## src/rtl/hsr_pkg.sv

```systemverilog
package hsr_pkg;
  function automatic int unsigned idx_bits(input int unsigned n);
    return (n < 2) ? 1 : $clog2(n);
  endfunction
endpackage

```

## src/rtl/hsr_prio_enc.sv

```systemverilog
// Lowest set index wins (top row first).
module hsr_prio_enc #(
  parameter int unsigned N  = 16,
  parameter int unsigned IW = 4
) (
  input  logic [N-1:0]  req_i,
  output logic [IW-1:0] idx_o,
  output logic          valid_o
);
  always_comb begin
    idx_o   = '0;
    valid_o = 1'b0;
    for (int i = N - 1; i >= 0; i--) begin
      if (req_i[i]) begin
        idx_o   = IW'(i);
        valid_o = 1'b1;
      end
    end
  end
endmodule

```

## src/rtl/hsr_eoc_fifo.sv

```systemverilog
module hsr_eoc_fifo #(
  parameter int unsigned W     = 12,
  parameter int unsigned DEPTH = 4
) (
  input  logic         clk_i,
  input  logic         rst_ni,
  input  logic         push_i,
  input  logic [W-1:0] wdata_i,
  input  logic         pop_i,
  output logic [W-1:0] rdata_o,
  output logic         empty_o,
  output logic         full_o
);
  localparam int unsigned PW = hsr_pkg::idx_bits(DEPTH);
  localparam int unsigned CW = hsr_pkg::idx_bits(DEPTH + 1);

  logic [W-1:0]  mem_q [DEPTH];
  logic [PW-1:0] wptr_q, rptr_q;
  logic [CW-1:0] cnt_q;
  logic          do_push, do_pop;

  assign full_o  = (cnt_q == CW'(DEPTH));
  assign empty_o = (cnt_q == '0);
  assign do_push = push_i & ~full_o;
  assign do_pop  = pop_i & ~empty_o;
  assign rdata_o = mem_q[rptr_q];

  always_ff @(posedge clk_i or negedge rst_ni) begin
    if (!rst_ni) begin
      wptr_q <= '0;
      rptr_q <= '0;
      cnt_q  <= '0;
    end else begin
      if (do_push) wptr_q <= (wptr_q == PW'(DEPTH - 1)) ? '0 : wptr_q + 1'b1;
      if (do_pop)  rptr_q <= (rptr_q == PW'(DEPTH - 1)) ? '0 : rptr_q + 1'b1;
      case ({do_push, do_pop})
        2'b10:   cnt_q <= cnt_q + 1'b1;
        2'b01:   cnt_q <= cnt_q - 1'b1;
        default: cnt_q <= cnt_q;
      endcase
    end
  end

  always_ff @(posedge clk_i) begin
    if (do_push) mem_q[wptr_q] <= wdata_i;
  end
endmodule

```

## src/rtl/hsr_col_scan.sv

```systemverilog
module hsr_col_scan #(
  parameter int unsigned N_ROWS = 16,
  parameter int unsigned TS_W   = 8,
  parameter int unsigned ROW_W  = 4
) (
  input  logic                    clk_i,
  input  logic                    rst_ni,
  input  logic                    load_i,
  input  logic [TS_W-1:0]         ts_i,
  input  logic [N_ROWS-1:0]       match_i,
  input  logic                    full_i,
  output logic                    push_o,
  output logic [TS_W+ROW_W-1:0]   word_o,
  output logic [N_ROWS-1:0]       clear_o,
  output logic                    done_o
);
  logic [N_ROWS-1:0] flags_q;
  logic [TS_W-1:0]   ts_q;
  logic [ROW_W-1:0]  row;
  logic              any;

  hsr_prio_enc #(.N(N_ROWS), .IW(ROW_W)) u_enc (
    .req_i  (flags_q),
    .idx_o  (row),
    .valid_o(any)
  );

  assign push_o  = any & ~full_i;
  assign clear_o = push_o ? (N_ROWS'(1) << row) : '0;
  assign word_o  = {ts_q, row};
  assign done_o  = ~any;

  always_ff @(posedge clk_i or negedge rst_ni) begin
    if (!rst_ni) begin
      flags_q <= '0;
      ts_q    <= '0;
    end else if (!any) begin
      if (load_i) begin
        flags_q <= match_i;
        ts_q    <= ts_i;
      end
    end else if (push_o) begin
      flags_q <= flags_q & ~clear_o;
    end
  end
endmodule

```

## src/rtl/hit_scan_readout.sv

```systemverilog
module hit_scan_readout #(
  parameter int unsigned N_COLS     = 4,
  parameter int unsigned N_ROWS     = 16,
  parameter int unsigned TS_W       = 8,
  parameter int unsigned FIFO_DEPTH = 4,
  localparam int unsigned ROW_W     = hsr_pkg::idx_bits(N_ROWS),
  localparam int unsigned W         = TS_W + ROW_W
) (
  input  logic                     clk_i,
  input  logic                     rst_ni,
  input  logic                     load_i,
  input  logic [TS_W-1:0]          load_ts_i,
  input  logic [N_COLS*N_ROWS-1:0] match_i,
  output logic [N_COLS*N_ROWS-1:0] clear_o,
  input  logic [N_COLS-1:0]        pop_i,
  output logic [N_COLS*W-1:0]      rd_data_o,
  output logic [N_COLS-1:0]        empty_o,
  output logic [N_COLS-1:0]        col_done_o,
  output logic                     done_o
);
  logic [N_COLS-1:0] col_full;
  logic [N_COLS-1:0] col_push;
  logic [W-1:0]      col_word [N_COLS];

  for (genvar c = 0; c < N_COLS; c++) begin : g_col
    hsr_col_scan #(.N_ROWS(N_ROWS), .TS_W(TS_W), .ROW_W(ROW_W)) u_scan (
      .clk_i  (clk_i),
      .rst_ni (rst_ni),
      .load_i (load_i),
      .ts_i   (load_ts_i),
      .match_i(match_i[c*N_ROWS +: N_ROWS]),
      .full_i (col_full[c]),
      .push_o (col_push[c]),
      .word_o (col_word[c]),
      .clear_o(clear_o[c*N_ROWS +: N_ROWS]),
      .done_o (col_done_o[c])
    );

    hsr_eoc_fifo #(.W(W), .DEPTH(FIFO_DEPTH)) u_fifo (
      .clk_i  (clk_i),
      .rst_ni (rst_ni),
      .push_i (col_push[c]),
      .wdata_i(col_word[c]),
      .pop_i  (pop_i[c]),
      .rdata_o(rd_data_o[c*W +: W]),
      .empty_o(empty_o[c]),
      .full_o (col_full[c])
    );
  end

  assign done_o = &col_done_o;
endmodule

```

## config.mk

```make
export PLATFORM = sky130hd
export DESIGN_NAME = hit_scan_readout
export DESIGN_NICKNAME = d
export VERILOG_FILES = /design/src/rtl/hsr_pkg.sv /design/src/rtl/hsr_prio_enc.sv /design/src/rtl/hsr_eoc_fifo.sv /design/src/rtl/hsr_col_scan.sv /design/src/rtl/hit_scan_readout.sv
export SDC_FILE = /design/constraint.sdc
export NUM_CORES = 1
export LEC_CHECK = 0
export BUFFER_PORTS_ARGS = -buffer_cell sky130_fd_sc_hd__buf_2
export CORE_ASPECT_RATIO = 0.9
export CORE_MARGIN = 5
export CORE_UTILIZATION = 25
export CTS_CLUSTER_SIZE = 10
export DETAILED_ROUTE_END_ITERATION = 10
export SLEW_MARGIN = 20
export SYNTH_ARGS = -nofsm -noshare
export SYNTH_HDL_FRONTEND = slang
export SYNTH_SLANG_ARGS = --single-unit
export TNS_END_PERCENT = 50
```

## constraint.sdc

```tcl
create_clock -name clk_i -period 3.7 [get_ports clk_i]
set_clock_uncertainty 0.05 [all_clocks]
set_input_delay 0.37 -clock clk_i [delete_from_list [all_inputs] [get_ports clk_i]]
set_output_delay 0.37 -clock clk_i [all_outputs]
set_load 0.005 [all_outputs]
```

# Word level (Yosys, flattened, before mapping)
# Memory sizes are Yosys's and may differ from the RTL's.
# Cells that the tools add are included.
# W data, S select, Z words.
classes:
  addsub: 16
  n_eq_ne: 24
  n_shift: 4
  n_mux: 164
  n_bitwise: 32
  n_reduce_logical: 21
ops:
  columns: ["cell", "n"]
  rows:
  - ["$mux W16", 16]
  - ["$mux W4", 64]
  - ["$mux W1", 72]
  - ["$and A16 B16 Y16", 4]
  - ["$not A16 Y16", 4]
  - ["$shl A1 B4 Y16 const A", 4]
  - ["$eq A2 B2 Y1 const B", 12]
  - ["$pmux W3 S2", 4]
  - ["$add A2 B1 Y2 const B", 8]
  - ["$mux W2", 8]
  - ["$reduce_and A2 Y1", 8]
  - ["$reduce_bool A2 Y1", 8]
  - ["$add A3 B1 Y3 const B", 4]
  - ["$and A1 B1 Y1", 12]
  - ["$eq A3 B3 Y1 const B", 4]
  - ["$logic_not A3 Y1", 4]
  - ["$not A1 Y1", 12]
  - ["$sub A3 B1 Y3 const B", 4]
  - ["$eq A2 B1 Y1 const B", 4]
  - ["$ne A2 B1 Y1 const B", 4]
  - ["$reduce_and A4 Y1", 1]
totals:
  regBits: 124
  mem_bits_rw: 192
  input_bits: 79
  mem_count: 4
memory_table:
  columns: ["name", "depth", "word_bits", "read_ports", "rd_clocked_by_memory_dff", "write_ports", "line_no", "rtl"]
  rows:
  - ["g_col[0].u_fifo.mem_q", 4, 12, 1, 0, 1, "hsr_eoc_fifo.sv:17", "logic [W-1:0] mem_q [DEPTH];"]
  - ["g_col[1].u_fifo.mem_q", 4, 12, 1, 0, 1, "hsr_eoc_fifo.sv:17", null]
  - ["g_col[2].u_fifo.mem_q", 4, 12, 1, 0, 1, "hsr_eoc_fifo.sv:17", null]
  - ["g_col[3].u_fifo.mem_q", 4, 12, 1, 0, 1, "hsr_eoc_fifo.sv:17", null]

# Logic depth before layout (Yosys ltp)
# Gate-level depths: netlist of run 1.
depth:
  depth_word: 22
  mapped_depth: 12
  depth_no_buf: 11

# Cells and area by module
# From an unflattened synthesis of run 1, not the netlist that was laid out.
hier_totals:
  hier_cells: 1068
  hier_area_um2: 14121.0
modules_own_cells:
  columns: ["module", "instances", "cells_each", "area_per_inst_um2"]
  rows:
  - ["hsr_col_scan", 4, 130, 1133.6]
  - ["hsr_eoc_fifo (g_col[0].u_fifo ...)", 2, 103, 2240.9]
  - ["hsr_eoc_fifo (g_col[2].u_fifo)", 1, 104, 2190.9]
  - ["hsr_eoc_fifo (g_col[1].u_fifo)", 1, 105, 2189.6]
  - ["hsr_prio_enc", 4, 33, 178.9]
  - ["hit_scan_readout", 1, 1, 8.8]

# Least setup slack after synthesis of run 1
# No wires, ideal clock.
synth_timing:
  kind: "register to register"
  start: "reg g_col[1].u_scan.flags_q[0]"
  end: "reg g_col[1].u_fifo.cnt_q[2]"
  arrival_ps: 2533
  required_ps: 3571
  setup_slack_ps: 1038
  path_stages_with_launch: 12
  path_buffers: 0
  period_less_slack_ps: 2662
  path_cell_list: "dfrtp_1 -> or4_4 -> nand2b_4 -> nor3_4 -> nor2_1 -> inv_1 -> ha_1 -> inv_1 -> fa_1 -> xor2_1 -> nor2_1 -> xor2_1"
synth_between:
  elab_chain_len: 5
synth_lines:
  columns: ["element", "line_no", "rtl"]
  rows:
  - ["from (decl)", "hsr_col_scan.sv:17", "logic [N_ROWS-1:0] flags_q;"]
  - ["from (signal assigned)", "hsr_col_scan.sv:39", "flags_q <= match_i;"]
  - ["from (signal assigned)", "hsr_col_scan.sv:43", "flags_q <= flags_q & ~clear_o;"]
  - ["$mux W1 (*)", "hsr_prio_enc.sv:14", "if (req_i[i]) begin"]
  - ["$and A1 B1 Y1 (*)", "hsr_col_scan.sv:28", "assign push_o = any & ~full_i;"]
  - ["$and A1 B1 Y1 (*)", "hsr_eoc_fifo.sv:24", "assign do_push = push_i & ~full_o;"]
  - ["$eq A2 B1 Y1 / $eq A2 B2 Y1 (equally long branches)", "hsr_eoc_fifo.sv:36", "case ({do_push, do_pop})"]
  - ["$pmux W3 S2 / $reduce_bool A2 Y1 (equally long branches)", null, null]
  - ["to (signal assigned)", "hsr_eoc_fifo.sv:37", "2'b10: cnt_q <= cnt_q + 1'b1;"]
  - ["to (signal assigned)", "hsr_eoc_fifo.sv:38", "2'b01: cnt_q <= cnt_q - 1'b1;"]
  - ["to (signal assigned)", "hsr_eoc_fifo.sv:39", "default: cnt_q <= cnt_q;"]
  - ["to (decl)", "hsr_eoc_fifo.sv:19", "logic [CW-1:0] cnt_q;"]
# Every way passes the cells marked *; elsewhere a longest branch is shown, timed or not.
# A chain may end at the register's enable or synchronous reset.

==> results.yml, run 1 <==
run_status:
  status: "finished clean"
cts:
  tritoncts: "built"
  clk_latency_ns: 0.54
  cts_max_level: 2
  postCtsHoldBufs: 62
  cts_sinks: 316
  numCtsBuffers: 39
  clock-root-buffer: "clkbuf_16"
  postCtsSetupBuffers: 0
  cts_max_path_buffers: 3
  cts_resized: 0
  clk_pin_slew_worst_paths_ns: 0.05
logic_synthesis:
  synth-edff-count: 192
  yosys.area.top_type: "edfxtp_1"
  synth_top_area_share_pct: 41.6
  synth.avg_cell_area_um2: 13.7
  synth.area.top_cells: "edfxtp_1 (42%), dfrtp_1 (22%), mux4_2 (7.8%)"
  yosysUniqueCellTypes: 73
  ys_seq_elements: 316
  yosysSeqAreaShare_pct: 64.0
  syn-cell-area_um2: 13900
  synth_cells: 1008
  syn-num-nets: 1115
  synth_flop_cell: "edfxtp_1"
  async_flop_share_pct: 39.2
  yosys_warnings: 0
pwr:
  leakage_nw: 7.21
  power_frac_seq_pct: 40.7
  switching_share_pct: 37.2
  power_frac_comb_pct: 39.8
  ir_drop_mv: 0.378
  clkPwrFrac_pct: 19.5
  p_sw_w: 0.00658
  p_per_area_nw_per_um2: 1020
  p_int_w: 0.0111
global_routing:
  met3_usage_pct: 2.44
  grt_max_degree: 64
  grt_pass1_wl_um: 54600
  grt_pass1_vias: 9405
  use_met2_pct: 18.9
  busiest_layer: "met2"
  grt-ovfl-total: 0
  antenna_found_initial: 3
  grt_util_all_layers_pct: 11.6
  met1_usage_pct: 15.4
timing:
  max_slew_margin_pct: 37.1
  fmax_ghz: 0.309
  finalSetupTns_ns: 0
  hold_violations: 0
  rsz0062_at_grt: "no"
  tightest_slew_ns: 0.935
  setup_viol: 0
  fin_crit_sh_pct: 87.4
  fin_crit_ns: 3.23
  timing.final.ws_setup_ns: 0.468
  slew_viol_final: 0
worst_setup_path:
  crit_start: "g_col[1].u_scan.flags_q[9]$_DFFE_PN0P_"
  r2r-start: "g_col[0].u_scan.flags_q[7]$_DFFE_PN0P_"
  critPathCaptureType: "output port"
  r2r_slack_ns: 0.68
  r2r-end: "g_col[0].u_fifo.cnt_q[2]$_DFFE_PN0P_"
  crit_end: "clear_o[28]"
  crit_type: "reg -> out"
  arrival_ns: 2.81
  critPathRequiredTime_ns: 3.28
  path_max_fanout: 9
  critPathLaunchType: "flop"
  reg2regPathDepth: 12
place:
  placed_area_um2: 15600
  gp_congestion: 0.826
  dp_hpwl_um: 24500
  numPortBuffers: 199
  dp_slack_ns: 0.677
die:
  die_area_um2: 60300
  io_pins: 200
  die_h_um: 233
  initial_utilization_pct: 25.4
  rows: 81
  core_um2: 54600
  die_width_um: 258
hold_path:
  hp-class: "in -> reg"
route:
  detail_route.vias_per_cell: 4.46
  drc: 0
  wire_per_inst_um: 17.5
  vias: 9006
  dr.first_iter.drc_count: 652
  drt-pass1-iter-count: 5
  drtAntennaViolNets: 0
  wl_um: 35300
final_layout:
  area_delta_synth_final_pct: 25.3
  drive_above_1_share_pct: 27.5
  design_area_um2: 17400
  final_nets: 1388
run:
  drv_cap: 0
-- critical path: stages (launching register included) --
cell,delay [ns]
dfrtp_1,0.42
nor3_1,0.26
a2111oi_0,0.19
o31ai_1,0.82
inv_2,0.26
nor2_2,0.21
buf_2,0.13
-- kinds of logic after synthesis --
group / Yosys count / synth area share, %
multiplexers: 86 / 11.0
buffers and inverters: 110 / 3.64
flip-flops: 316 / 64.0
AND/OR/NAND/NOR: 327 / 12.0
AO/OA/AOI/OAI: 129 / 5.93
XOR/XNOR: 12 / 0.758
adder cells (fa/ha/maj): 28 / 2.74
-- registers in the layout, summed over array words and instances (netlist names) --
register	flops
g_col.u_fifo.mem_q	192
g_col.u_scan.flags_q	64
g_col.u_scan.ts_q	32
g_col.u_fifo.cnt_q	12
g_col.u_fifo.rptr_q	8
g_col.u_fifo.wptr_q	8
-- metrics by stage --
stage / util, % / hold slack (ns) / power [W] / std cells
finish: 31.8 / 0.0478 / 0.0177 / 2019
global route: 31.8 / 0.0454 / 0.0190 / 2017
CTS: 31.8 / 0.0215 / 0.0180 / 2017
detailed placement: 28.5 / 0.377 / 0.0144 / 1883
global placement: 28.5 / 0.376 / 0.0142 / 1883
floorplan: - / 0.0244 / 0.0115 / 1008
-- worst min path at each step --
stage | cells after the start | to | start
6_report | 3 | g_col[1].u_scan.flags_q[0]$_DFFE_PN0P_ | match_i[16]
2_1_floorplan | 0 | g_col[0].u_fifo.cnt_q[0]$_DFFE_PN0P_ | rst_ni
3_5_place_dp | 1 | g_col[1].u_scan.flags_q[0]$_DFFE_PN0P_ | rst_ni
5_1_grt | 2 | g_col[1].u_scan.flags_q[2]$_DFFE_PN0P_ | match_i[18]
4_1_cts | 3 | g_col[1].u_scan.flags_q[0]$_DFFE_PN0P_ | match_i[16]
3_3_place_gp | 1 | g_col[1].u_scan.flags_q[3]$_DFFE_PN0P_ | rst_ni
-- cell usage in the layout (no fill, tap or decap), types with 24 or more instances in the layout --
cell           Yosys  final
buf_2             10    198
edfxtp_1         192    192
dfrtp_1          124    124
nand2_1           99     99
nor2_1            94     94
inv_1             70     70
dlygate4sd3_1      0     62
o21ai_0           53     53
mux4_2            48     48
clkbuf_16          0     40
mux2_2            28     28
ha_1              24     24
-- power by group through the flow --
stage | clock [W] | combinational, W | sequential [W]
6_report | 0.00344 | 0.00704 | 0.00719
5_1_grt | 0.00372 | 0.00784 | 0.00745
4_1_cts | 0.00358 | 0.00720 | 0.00724
3_5_place_dp | 0 | 0.00711 | 0.00731
3_3_place_gp | 0 | 0.00703 | 0.00717
2_1_floorplan | 0 | 0.00480 | 0.00671
-- metal layers --
metal,wire (µm),part of all wire (%)
met5,0,0
met4,938,2.7
met3,1910,5.4
met2,16800,48
met1,15600,44
-- cell usage after synthesis, types with 7 or more instances --
| cell | instances |
|---|---|
| o21ai_1 | 11 |
| nor2_1 | 94 |
| a22o_1 | 9 |
| ha_1 | 24 |
| nor3_1 | 23 |
| or3_1 | 16 |
| clkbuf_1 | 7 |
| mux2_2 | 28 |
| a21oi_1 | 16 |
| buf_2 | 10 |
| nor4_1 | 11 |
| dfrtp_1 | 124 |
| inv_1 | 70 |
| o21ai_0 | 53 |
| xor2_1 | 8 |
| buf_4 | 12 |
| edfxtp_1 | 192 |
| nand2b_1 | 14 |
| nand2_1 | 99 |
| mux4_2 | 48 |
| a21o_1 | 7 |
| and2_1 | 21 |
-- cell type report --
type	instances	area, µm²
Clock inverter	8	51.3
Multi-Input combinational cell	582	4490
Timing Repair Buffer	269	1700
Clock buffer	64	1100
Tap cell	705	882
Inverter	73	274
Antenna cell	2	5.00
Sequential cell	316	8870
Fill cell	5370	37300
No activity file was read; power rests on OpenSTA's default activity.
==> run 2, diff against run 1 <==
--- a/config.mk
+++ b/config.mk
@@ -14,5 +14,6 @@
 export SLEW_MARGIN = 20
 export SYNTH_ARGS = -nofsm -noshare
 export SYNTH_HDL_FRONTEND = slang
+export SYNTH_HIERARCHICAL = 1
 export SYNTH_SLANG_ARGS = --single-unit
 export TNS_END_PERCENT = 50
==> run 2 against run 1 <==
  * Sequential share of layout area down 0.63 points
  * Sequential power up 0.6%
  * Combinational power up 18%
  * Fmax down 6.8%
  * Non-clock buffer count down 9
  * Global-route usage up 0.12 points
  * Flip-flop and latch count unchanged
  * Routed wire length up 3.7%
  * Count of clock-buffer cells in the layout up 2
  * Final cell count up 5.0%
  * First-iteration DRC count down 17%
  * Total power up 7.4%
  * Largest power group is now combinational logic
==> results.yml, run 2 <==
route:
  wire_per_inst_um: 17.3
  dr.first_iter.drc_count: 542
  drc: 0
  drt-pass1-iter-count: 4
  vias: 9261
  detail_route.vias_per_cell: 4.37
  wl_um: 36600
  drtAntennaViolNets: 0
timing:
  max_slew_margin_pct: 30.4
  rsz0062_at_grt: "no"
  fin_crit_sh_pct: 93.8
  fin_crit_ns: 3.47
  finalSetupTns_ns: 0
  tightest_slew_ns: 1.04
  slew_viol_final: 0
  setup_viol: 0
  timing.final.ws_setup_ns: 0.230
  hold_violations: 0
  fmax_ghz: 0.288
logic_synthesis:
  synthTopCellsByCount: "nand2_1 (229), edfxtp_1 (192), dfrtp_1 (124), nor2_1 (92), inv_1 (46)"
  synth_flop_cell: "edfxtp_1"
  syn-cell-area_um2: 14100
  synth-edff-count: 192
  synth.area.top_cells: "edfxtp_1 (41%), dfrtp_1 (22%), mux4_2 (6.4%)"
  ys_seq_elements: 316
  yosysSeqAreaShare_pct: 62.8
  synth_cells: 1068
  yosys.area.top_type: "edfxtp_1"
  synth_most_common_cell: "nand2_1"
  syn-num-nets: 1175
  yosysUniqueCellTypes: 45
  synth.avg_cell_area_um2: 13.2
  yosys_warnings: 6
  async_flop_share_pct: 39.2
  synth_top_area_share_pct: 40.8
pwr:
  p_per_area_nw_per_um2: 1080
  p_sw_w: 0.00731
  finalPower_w: 0.0190
  p_int_w: 0.0117
  switching_share_pct: 38.5
  ir_drop_mv: 0.445
  power_frac_seq_pct: 38.1
  leakage_nw: 7.28
  power_frac_comb_pct: 43.8
  clkPwrFrac_pct: 18.2
worst_setup_path:
  crit_type: "reg -> out"
  r2r-start: "g_col[2].u_scan/flags_q[10]$_DFFE_PN0P_"
  max_stage_delay_ns: 0.89
  r2r_slack_ns: 0.82
  critPathRequiredTime_ns: 3.28
  crit_chain: "nor4_2, nor3b_1, or3b_4, nor2_1, buf_2"
  reg2regPathDepth: 14
  arrival_ns: 3.05
  path_max_fanout: 8
  r2r-end: "g_col[2].u_fifo/cnt_q[2]$_DFFE_PN0P_"
  critPathCaptureType: "output port"
  critPathLaunchType: "flop"
  crit_slowest_cell: "nor3b_1"
place:
  gp_congestion: 0.861
  numPortBuffers: 199
  dp_slack_ns: 0.789
  dp_hpwl_um: 25900
cts:
  clk_latency_ns: 0.53
  tritoncts: "built"
  clk_pin_slew_worst_paths_ns: 0.06
  postCtsSetupBuffers: 0
  cts_max_path_buffers: 3
  cts_resized: 0
  postCtsHoldBufs: 47
  clock-root-buffer: "clkbuf_16"
  cts_max_level: 2
  numCtsBuffers: 39
  cts_sinks: 316
die:
  rows: 82
  core_um2: 55800
  die_h_um: 235
  io_pins: 200
  die_area_um2: 61300
  initial_utilization_pct: 25.3
  die_width_um: 261
final_layout:
  drive_above_1_share_pct: 27.8
  final_common_cell: "nand2_1"
  fill_cells: 5606
  layout_common_cells: "nand2_1 (229), buf_2 (198), edfxtp_1 (192), dfrtp_1 (124), nor2_1 (92)"
  largest_register_ff_count: 192
  top_regs: "g_col.u_fifo/mem_q x192, g_col.u_scan/flags_q x64, g_col.u_scan/ts_q x32"
  area.sequential_um2: 8870
  final_nets: 1440
  multi_input_area_um2: 4850
  area_delta_synth_final_pct: 24.5
  regMostFlops: "g_col.u_fifo/mem_q"
run_status:
  status: "finished clean"
global_routing:
  antenna_found_initial: 6
  grt_max_degree: 49
  grt_pass1_vias: 9646
  grt_util_all_layers_pct: 11.7
  grt-ovfl-total: 0
  grt_pass1_wl_um: 56100
run:
  drv_cap: 0
hold_path:
  hold_end: "g_col[2].u_scan/flags_q[6]$_DFFE_PN0P_"
  hp-start: "match_i[38]"
  hp-class: "in -> reg"
  holdPathStages: 3
## run 2: logic make-up (layout without fill, tap and decap cells)
kind of cell             Yosys count  count (layout)  share of synthesized area (%)
XOR/XNOR                          12              12                          0.744
AO/OA/AOI/OAI                    101             101                           4.04
flip-flops                       316             316                           62.8
adder cells (fa/ha/maj)           28              28                           2.69
other                              0               2                              0
AND/OR/NAND/NOR                  446             446                           16.2
multiplexers                      83              83                           10.7
buffers and inverters             82             376                           2.84
## run 2: worst max-delay path by stage
stage / start / end / depth (start not counted)
detailed placement: g_col[2].u_scan/flags_q[10]$_DFFE_PN0P_ / g_col[2].u_fifo/cnt_q[2]$_DFFE_PN0P_ / 14
floorplan: g_col[2].u_scan/flags_q[10]$_DFFE_PN0P_ / g_col[2].u_fifo/cnt_q[2]$_DFFE_PN0P_ / 14
CTS: g_col[0].u_scan/flags_q[7]$_DFFE_PN0P_ / clear_o[10] / 5
global placement: g_col[2].u_scan/flags_q[10]$_DFFE_PN0P_ / g_col[2].u_fifo/cnt_q[2]$_DFFE_PN0P_ / 14
finish: g_col[0].u_scan/flags_q[7]$_DFFE_PN0P_ / clear_o[14] / 5
global route: g_col[3].u_scan/flags_q[7]$_DFFE_PN0P_ / clear_o[59] / 5
## run 2: power by group through the flow
stage	clock network, W	logic [W]	registers, W
floorplan	0	0.00579	0.00676
global placement	0	0.00821	0.00719
detailed placement	0	0.00837	0.00733
CTS	0.00358	0.00845	0.00727
global route	0.00371	0.00918	0.00748
finish	0.00345	0.00832	0.00723
## run 2: final cells by class
cell class                 count  share of cell area, %
sequential                   316                   50.4
multi-input combinational    670                   27.6
timing repair buffer         260                   9.02
clock buffer                  66                   6.42
tap                          756                   5.38
inverter                      46                  0.982
clock inverter                 4                  0.121
antenna                        2                 0.0285
## run 2: through the flow
stage | hold WS [ns] | cell area, µm² | util (%) | std cells
2_1_floorplan | 0.0244 | 14100 | - | 1068
3_3_place_gp | 0.406 | 16000 | 28.6 | 2001
3_5_place_dp | 0.419 | 16000 | 28.6 | 2001
4_1_cts | 0.00471 | 17600 | 31.5 | 2118
5_1_grt | 0.0309 | 17600 | 31.5 | 2119
6_report | 0.0434 | 17600 | 31.5 | 2120
## run 2: per-layer routing
| layer | GRT usage (%) | vias up | share of wire [%] |
|---|---|---|---|
| met5 | 0 | - | 0 |
| met4 | 3.46 | 0 | 2.2 |
| met3 | 3.42 | 45 | 7.8 |
| met2 | 18.5 | 291 | 46 |
| met1 | 15.7 | 4577 | 44 |
| li1 | - | 4348 | - |
## run 2: worst max-delay path: cells and delay by family (launching register included)
| kind | cells | cell delay, ns |
|---|---|---|
| AND/OR/NAND/NOR | 4 | 1.96 |
| flip-flops | 1 | 0.42 |
| buffers and inverters | 1 | 0.15 |
==> run 3, diff against run 2 <==
==> constraint.sdc (replaced) <==
create_clock -name clk_i -period 3.25 [get_ports clk_i]
set_clock_uncertainty 0.05 [all_clocks]
set_input_delay 0.325 -clock clk_i [delete_from_list [all_inputs] [get_ports clk_i]]
set_output_delay 0.325 -clock clk_i [all_outputs]
set_load 0.005 [all_outputs]
==> run 3 against run 2 <==
  * Count of clock-buffer cells in the layout is 2 lower
  * First-iteration DRC count is 28% lower
  * Clock power is 13% higher
  * Setup slack worse by 0.043 ns
  * Non-clock buffer count is 9 higher
  * Global-route usage hardly changed
  * Critical path type unchanged
==> results.yml, run 3 (synthesis results as in run 2) <==
die:
  rows: 82
  die_width_um: 261
  initial_utilization_pct: 25.3
  core_um2: 55800
  io_pins: 200
  die_h_um: 235
  die_area_um2: 61300
final_layout:
  drive_above_1_share_pct: 28.5
  area_delta_synth_final_pct: 25.3
  area.sequential_um2: 8870
  final_common_cell: "nand2_1"
  multi_input_area_um2: 4870
  regMostFlops: "g_col.u_fifo/mem_q"
  largest_register_ff_count: 192
  fill_cells: 5597
  top_regs: "g_col.u_fifo/mem_q x192, g_col.u_scan/flags_q x64, g_col.u_scan/ts_q x32"
  final_nets: 1449
  layout_common_cells: "nand2_1 (229), buf_2 (198), edfxtp_1 (192), dfrtp_1 (124), nor2_1 (92)"
  postLayoutCoreUtil_pct: 31.7
route:
  wire_per_inst_um: 17.0
  detail_route.vias_per_cell: 4.38
  dr.first_iter.drc_count: 391
  drtAntennaViolNets: 0
  vias: 9317
  drc: 0
  drt-pass1-iter-count: 5
  wl_um: 36200
cts:
  clock-root-buffer: "clkbuf_16"
  clk_pin_slew_worst_paths_ns: 0.05
  numCtsBuffers: 39
  cts_max_path_buffers: 3
  cts_sinks: 316
  clk_latency_ns: 0.53
  cts_max_level: 2
  tritoncts: "built"
global_routing:
  grt_util_all_layers_pct: 11.7
  antenna_found_initial: 7
  grt_max_degree: 45
  grt-ovfl-total: 0
  grt_pass1_wl_um: 56600
  grt_pass1_vias: 9858
hold_path:
  holdPathStages: 3
  hp-start: "load_ts_i[0]"
  hold_end: "g_col[0].u_scan/ts_q[0]$_DFFE_PN0P_"
  hp-class: "in -> reg"
timing:
  tightest_slew_ns: 0.896
  finalSetupTns_ns: 0
  fin_crit_ns: 3.06
  max_slew_margin_pct: 40.2
  setup_viol: 0
  rsz0062_at_grt: "no"
  hold_violations: 0
  fin_crit_sh_pct: 94.2
  fmax_ghz: 0.327
  slew_viol_final: 0
worst_setup_path:
  path_max_fanout: 8
  r2r_slack_ns: 0.49
  r2r-start: "g_col[3].u_scan/flags_q[10]$_DFFE_PN0P_"
  arrival_ns: 2.69
  reg2regPathDepth: 13
  critPathRequiredTime_ns: 2.87
  crit_type: "reg -> out"
  r2r-end: "g_col[3].u_fifo/cnt_q[2]$_DFFE_PN0P_"
  critPathLaunchType: "flop"
  critPathCaptureType: "output port"
pwr:
  finalPower_w: 0.0217
  leakage_nw: 7.34
  p_per_area_nw_per_um2: 1230
  ir_drop_mv: 0.736
place:
  gp_congestion: 0.854
  numPortBuffers: 199
  dp_hpwl_um: 25700
run:
  drv_cap: 0
run_status:
  status: "finished clean"
run 3: cell types whose count changed in the layout (fill, tap and decap cells not counted), sizes merged:
| cell | change |
|---|---|
| buf | +7 |
| clkbuf | -2 |
| clkinv | +2 |
| clkinvlp | +1 |
| diode | -1 |
| dlygate4sd3 | +2 |
run 3: through the flow:
step / hold slack, ns / setup slack (ns) / cells / cell area, µm²
after floorplan: -0.0206 / 0.532 / 1068 / 14100
after global placement: 0.280 / 0.537 / 2008 / 16000
after detailed placement: 0.285 / 0.467 / 2008 / 16000
after CTS: 0.00746 / 0.0713 / 2128 / 17700
after global routing: 0.0255 / 0.0118 / 2128 / 17700
final: 0.0555 / 0.187 / 2129 / 17700
run 3: how the worst max path moves through the flow:
stage               cells past startpoint                               startpoint  slack, ns                                   end
finish                                  5  g_col[0].u_scan/flags_q[10]$_DFFE_PN0P_       0.19                            clear_o[7]
global route                            6  g_col[0].u_scan/flags_q[12]$_DFFE_PN0P_       0.01                           clear_o[10]
CTS                                     7  g_col[3].u_scan/flags_q[14]$_DFFE_PN0P_       0.07                           clear_o[51]
detailed placement                     13  g_col[2].u_scan/flags_q[10]$_DFFE_PN0P_       0.47  g_col[2].u_fifo/cnt_q[2]$_DFFE_PN0P_
global placement                       13  g_col[2].u_scan/flags_q[10]$_DFFE_PN0P_       0.54  g_col[2].u_fifo/cnt_q[2]$_DFFE_PN0P_
floorplan                              14  g_col[2].u_scan/flags_q[10]$_DFFE_PN0P_       0.53  g_col[2].u_fifo/cnt_q[2]$_DFFE_PN0P_
run 3: cell type report:
type | count | area share [%]
flip-flops and latches | 316 | 50.1
multi-input cells | 670 | 27.6
repair buffers | 269 | 9.45
clock buffers | 64 | 6.22
well taps | 756 | 5.35
inverters | 46 | 0.976
clock inverters | 7 | 0.290
diodes | 1 | 0.0141
run 3: power by group:
group	total (W)	internal [W]	switching [W]
combinational	0.00957	0.00412	0.00545
sequential	0.00821	0.00694	0.00127
clock	0.00391	0.00231	0.00159
run 3: critical path: stages (launching register included):
cell and delay (ns):
dfrtp_1 0.44, o311a_2 0.40, o22ai_1 0.51, or3b_4 0.51, nor2_1 0.16, buf_2 0.14
run 3: routing by layer:
metal	vias to the layer above	track usage, %	share of wire, %
li1	4380	-	-
met1	4600	15.9	45
met2	286	18.6	46
met3	47	3.45	7.3
met4	4	3.03	1.7
met5	-	0	0.061
run 3: what timing repair did:
action,in CTS,in global routing
setup buffers,0,0
hold buffers,49,0
hold endpoints to repair,79,0
setup endpoints to repair,0,6
resized for setup,0,4
